### src/rtl/plcp_g1_pkg.sv
package plcp_g1_pkg;
  localparam int LANES  = 8;
  localparam int CNT_OW = 4;

  typedef struct packed {
    logic [CNT_OW-1:0] febe;
    logic              rai;
    logic [2:0]        spare;
  } g1_t;

  function automatic logic [CNT_OW-1:0] clamp_thr(input int unsigned v,
                                                  input int unsigned lo,
                                                  input int unsigned hi);
    int unsigned r;
    r = (v < lo) ? lo : ((v > hi) ? hi : v);
    return CNT_OW'(r);
  endfunction
endpackage

### src/rtl/bip_lane_accum.sv
module bip_lane_accum #(
  parameter int W = 8
) (
  input  logic         clk,
  input  logic         rst_n,
  input  logic         in_valid,
  input  logic         in_sof,
  input  logic [W-1:0] in_data,
  input  logic         in_frame,
  output logic [W-1:0] prev_par,
  output logic         prev_ok
);
  logic [W-1:0] acc;
  logic         armed;

  always_ff @(posedge clk) begin
    if (!rst_n) begin
      acc      <= '0;
      prev_par <= '0;
      prev_ok  <= 1'b0;
      armed    <= 1'b0;
    end else begin
      if (!in_frame) begin
        armed   <= 1'b0;
        prev_ok <= 1'b0;
      end
      if (in_valid) begin
        if (in_sof) begin
          prev_par <= acc;
          prev_ok  <= armed & in_frame;
          armed    <= in_frame;
          acc      <= in_data;
        end else begin
          acc <= acc ^ in_data;
        end
      end
    end
  end
endmodule

### src/rtl/lane_diff_count.sv
module lane_diff_count #(
  parameter int W  = 8,
  parameter int OW = 4
) (
  input  logic [W-1:0]  a,
  input  logic [W-1:0]  b,
  output logic [OW-1:0] ones
);
  logic [W-1:0] diff;

  genvar g;
  generate
    for (g = 0; g < W; g++) begin : g_lane
      assign diff[g] = a[g] ^ b[g];
    end
  endgenerate

  always_comb begin
    ones = '0;
    for (int i = 0; i < W; i++) ones = ones + OW'(diff[i]);
  end
endmodule

### src/rtl/oof_alarm_timer.sv
module oof_alarm_timer #(
  parameter int CNT_W   = 4,
  parameter int THR_MIN = 2,
  parameter int THR_MAX = 10
) (
  input  logic             clk,
  input  logic             rst_n,
  input  logic             in_frame,
  input  logic             sec_tick,
  input  logic [CNT_W-1:0] rai_secs,
  output logic             rai
);
  localparam logic [CNT_W-1:0] CNT_TOP = '1;
  localparam logic [CNT_W-1:0] LO      = CNT_W'(THR_MIN);
  localparam logic [CNT_W-1:0] HI      = CNT_W'(THR_MAX);

  logic [CNT_W-1:0] secs;
  logic [CNT_W-1:0] thr_eff;

  always_comb begin
    if (rai_secs < LO)      thr_eff = LO;
    else if (rai_secs > HI) thr_eff = HI;
    else                    thr_eff = rai_secs;
  end

  always_ff @(posedge clk) begin
    if (!rst_n)                           secs <= '0;
    else if (in_frame)                    secs <= '0;
    else if (sec_tick && secs != CNT_TOP) secs <= secs + 1'b1;
  end

  assign rai = !in_frame && (secs >= thr_eff);
endmodule

### src/rtl/plcp_g1_builder.sv
module plcp_g1_builder
  import plcp_g1_pkg::*;
#(
  parameter int CNT_W   = 4,
  parameter int THR_MIN = 2,
  parameter int THR_MAX = 10
) (
  input  logic             clk,
  input  logic             rst_n,
  input  logic             rx_valid,
  input  logic [7:0]       rx_data,
  input  logic             rx_sof,
  input  logic             rx_b1,
  input  logic             in_frame,
  input  logic             sec_tick,
  input  logic [CNT_W-1:0] rai_secs,
  output logic             g1_valid,
  output logic [7:0]       g1_byte
);
  logic [LANES-1:0]  prev_par;
  logic              prev_ok;
  logic [CNT_OW-1:0] diff_cnt;
  logic [CNT_OW-1:0] febe_now;
  logic              rai;
  logic              slot;
  g1_t               g1_q;

  bip_lane_accum #(.W(LANES)) u_acc (
    .clk(clk), .rst_n(rst_n), .in_valid(rx_valid), .in_sof(rx_sof),
    .in_data(rx_data), .in_frame(in_frame),
    .prev_par(prev_par), .prev_ok(prev_ok)
  );

  lane_diff_count #(.W(LANES), .OW(CNT_OW)) u_cnt (
    .a(prev_par), .b(rx_data), .ones(diff_cnt)
  );

  oof_alarm_timer #(.CNT_W(CNT_W), .THR_MIN(THR_MIN), .THR_MAX(THR_MAX)) u_rai (
    .clk(clk), .rst_n(rst_n), .in_frame(in_frame), .sec_tick(sec_tick),
    .rai_secs(rai_secs), .rai(rai)
  );

  assign slot     = rx_valid && rx_b1 && !rx_sof;
  assign febe_now = (in_frame && prev_ok) ? diff_cnt : '0;

  always_ff @(posedge clk) begin
    if (!rst_n) begin
      g1_q     <= '0;
      g1_valid <= 1'b0;
    end else begin
      g1_valid <= slot;
      if (slot) begin
        g1_q.febe  <= febe_now;
        g1_q.rai   <= rai;
        g1_q.spare <= 3'b000;
      end
    end
  end

  assign g1_byte = g1_q;
endmodule

### config.mk
export PLATFORM = sky130hd
export DESIGN_NAME = plcp_g1_builder
export DESIGN_NICKNAME = d
export VERILOG_FILES = /design/src/rtl/plcp_g1_pkg.sv /design/src/rtl/bip_lane_accum.sv /design/src/rtl/lane_diff_count.sv /design/src/rtl/oof_alarm_timer.sv /design/src/rtl/plcp_g1_builder.sv
export SDC_FILE = /design/constraint.sdc
export NUM_CORES = 1
export LEC_CHECK = 0
export BUFFER_PORTS_ARGS = -buffer_cell sky130_fd_sc_hd__buf_2
export CAP_MARGIN = 30
export CORE_MARGIN = 10
export CORE_UTILIZATION = 40
export DETAILED_ROUTE_END_ITERATION = 16
export GPL_ROUTABILITY_DRIVEN = 0
export SLEW_MARGIN = 10
export SYNTH_ARGS = -nofsm -noshare
export SYNTH_HDL_FRONTEND = slang
export SYNTH_SLANG_ARGS = --single-unit
export TNS_END_PERCENT = 20
### constraint.sdc
create_clock -name clk -period 9.05 [get_ports clk]
set_clock_uncertainty 0.1 [all_clocks]
set_input_delay 1.81 -clock clk [delete_from_list [all_inputs] [get_ports clk]]
set_output_delay 1.81 -clock clk [all_outputs]
set_load 0.005 [all_outputs]
==> metrics.csv <==
stage;metric;value;unit
run_status;status;completed;
clocking;cts-root-buf;clkbuf_8;
clocking;clkTransAtPathRegs;0.09;ns
clocking;cts_hold_buf;0;
critical_path;path_class;primary input to flop;
clocking;numCtsBuffers;3;
clocking;post_cts_buffers;0;
critical_path;r2r_slack;5.57;ns
finish;area_growth;11.0;%
critical_path;crit_cells;10;
critical_path;r2r_end;g1_byte[5];
sta;hold_viol;0;
grt;grt-ovfl-total;0;
die;die_h;82.0;µm
power_and_ir_drop;peakVddDrop;0.0663;mV
finish;layout_common_cells;28 x nand2_1, 28 x dfxtp_1, 24 x buf_2;
synthesis;synth_cells;181;
clocking;cts_repair_resize_count;0;
critical_path;arrival;4.90;ns
min_path;hp-class;flop to flop;
min_path;hp-start;g1_byte[4];
critical_path;cp_top_family;adder cells;
critical_path;r2r-start;u_acc.prev_par[0];
drt;wl_per_cell;13.1;µm
clocking;worstSkewPairLatency;0.27;ns
power_and_ir_drop;powerDensity;149;nW/µm²
sta;setup_tns;0;ns
critical_path;cpMostUsedCell;fa_1;
die;core;3690;µm²
drt;drtIter0Drc;61;
min_path;hold_end;g1_byte[4];
critical_path;slowest_delay;0.53;ns
clocking;cts_tree;yes;
sta;layout_min_cycle_time;4.79;ns
die;start_util;41.7;%
critical_path;critical_path.cell_chain;buf_2 > xor2_1 > ha_1 > fa_1 > inv_1 > fa_1 > fa_1 > fa_1 > or3_1 > a21oi_1;
die;io_pins;28;
critical_path;rr_worst_depth;9;
power_and_ir_drop;power.total;0.255;mW
grt;antenna_found_initial;0;
drt;routed_wl;3250;µm
critical_path;crit_path_end_kind;flop;
drt;ant_nets;0;
placement;dp_hpwl;2480;µm
sta;slew_headroom;53.5;%
flow_run;maxCapViolations;0;
die;fp.dieW;82.0;µm
sta;period_share;53.0;%
die;die_area;6720;µm²
synthesis;yosysSeqAreaShare;36.5;%
finish;fin_nets;231;
synthesis;synth_area;1540;µm²
synthesis;syn_avg_cell_area;8.49;µm²
clocking;cts_sinks;28;
min_path;holdPathStages;2;
critical_path;start_kind;primary input;
critical_path;worst-path-max-fanout;3;
finish;antenna_cells;0;
sta;finalHoldWorstSlack;0.354;ns
finish;layout-drive-gt1-share;15.1;%
placement;port_buffers;24;
clocking;htreeDepth;1;
clocking;cts_max_path_buffers;2;
sta;rsz0062_at_grt;no;
sta;tightest_slew;0.696;ns
grt;grt_usage;10.2;%
drt;dr.pass1.iters;4;
synthesis;ys_ff_latch;28;
sta;setup_violations;0;
drt;drc_errors;0;
grt;grt_pass1_vias;1279;
drt;vias;1274;
synthesis;ys_types;35;
drt;viasPerCell;5.16;
grt;grt_max_degree;23;
grt;grt_pass1_wl;5440;µm
power_and_ir_drop;cellLeakagePower;0.720;nW
synthesis;yosysWarnings;0;
critical_path;crit_start;rx_data[0];
critical_path;slowest_stage;fa_1;
sta;fmax;209;MHz
finish;final_core_util;46.2;%
sta;drv_slew;0;
die;fp-row-count;22;
critical_path;crit_required;9.15;ns
critical_path;cp_num_buf_inv;2;
-- cells in the mapped netlist --
cell type	instances	area, µm²
fa_1	4	80.1
o41ai_1	3	26.3
buf_2	1	5.00
clkbuf_2	1	5.00
nor4_1	1	6.26
o21ai_0	12	60.1
clkbuf_1	5	18.8
a21oi_1	15	75.1
nand3b_1	1	7.51
a32oi_1	7	61.3
a21o_1	1	7.51
nand3b_4	1	20.0
nor2b_1	2	12.5
o211ai_1	1	7.51
and2_1	1	6.26
dfxtp_1	28	561
nand3_1	5	25.0
inv_1	9	33.8
buf_4	3	22.5
and3_1	2	12.5
xor2_1	5	43.8
or3_1	3	18.8
a21boi_0	2	15.0
mux2i_1	1	10.0
xnor2_1	4	35.0
nand4b_1	1	8.76
ha_1	8	100
nand2b_1	8	50.1
nor2_1	12	45.0
mux2_2	1	11.3
nand4_1	1	6.26
nand2_1	28	105
a22oi_1	1	7.51
conb_1	1	3.75
buf_6	2	22.5
-- layer usage --
metal | up-vias | routed length, µm | GRT usage, %
li1 | 648 | - | -
met1 | 600 | 1460 | 11.5
met2 | 22 | 1520 | 17.5
met3 | 4 | 227 | 3.17
met4 | 0 | 42 | 4.08
met5 | - | 0 | 0
-- cells by family (layout without fill, tap and decap cells) --
group | Yosys count | after routing | share of synthesized area, %
mux | 2 | 2 | 1.38
xor+xnor | 9 | 9 | 5.13
other cells | 1 | 3 | 0.244
buf+inv | 21 | 37 | 7.00
compound gates | 42 | 42 | 16.9
fa+ha+maj | 12 | 12 | 11.7
flops | 28 | 28 | 36.5
simple gates | 66 | 66 | 21.1
-- registers in the layout (all words and copies together), names as in the netlist --
signal	flops
u_acc.prev_ok	1
g1_byte	5
u_acc.prev_par	8
u_acc.armed	1
g1_valid	1
u_rai.secs	4
u_acc.acc	8
-- worst register-to-register path, cell delays in order (launching register included) --
cell     delay (ns)
dfxtp_1        0.33
xor2_1         0.16
ha_1           0.31
fa_1           0.53
inv_1          0.05
fa_1           0.50
fa_1           0.47
fa_1           0.45
or3_1          0.38
a21oi_1        0.14
-- metrics by stage --
step	setup slack, ns	instances	area [µm²]
finish	4.26	247	1710
global placement	4.01	243	1650
detailed placement	3.97	243	1650
floorplan	4.20	183	1540
CTS	4.25	247	1710
global route	4.08	247	1710
-- worst max path at each step --
| stage | slack, ns | endpoint |
|---|---|---|
| final | 4.26 | g1_byte[5] |
| after global routing | 4.08 | g1_byte[5] |
| after CTS | 4.25 | g1_byte[5] |
| after detailed placement | 3.97 | g1_byte[5] |
| after global placement | 4.01 | g1_byte[5] |
| after floorplan | 4.20 | g1_byte[5] |
-- final cells by class --
| cell class | count | area, µm² |
|---|---|---|
| well taps | 48 | 60.1 |
| inverters | 9 | 33.8 |
| clock buffers | 4 | 55.1 |
| multi-input cells | 134 | 876 |
| repair buffers | 24 | 120 |
| flip-flops and latches | 28 | 561 |
| fillers | 375 | 1980 |
-- power breakdown --
part,total [mW],switching [mW],internal [mW]
clock,0.0772,0.0383,0.0390
combinational,0.0480,0.0272,0.0208
sequential,0.130,0.00271,0.127
Note: power is estimated with default switching activity, not from simulation.
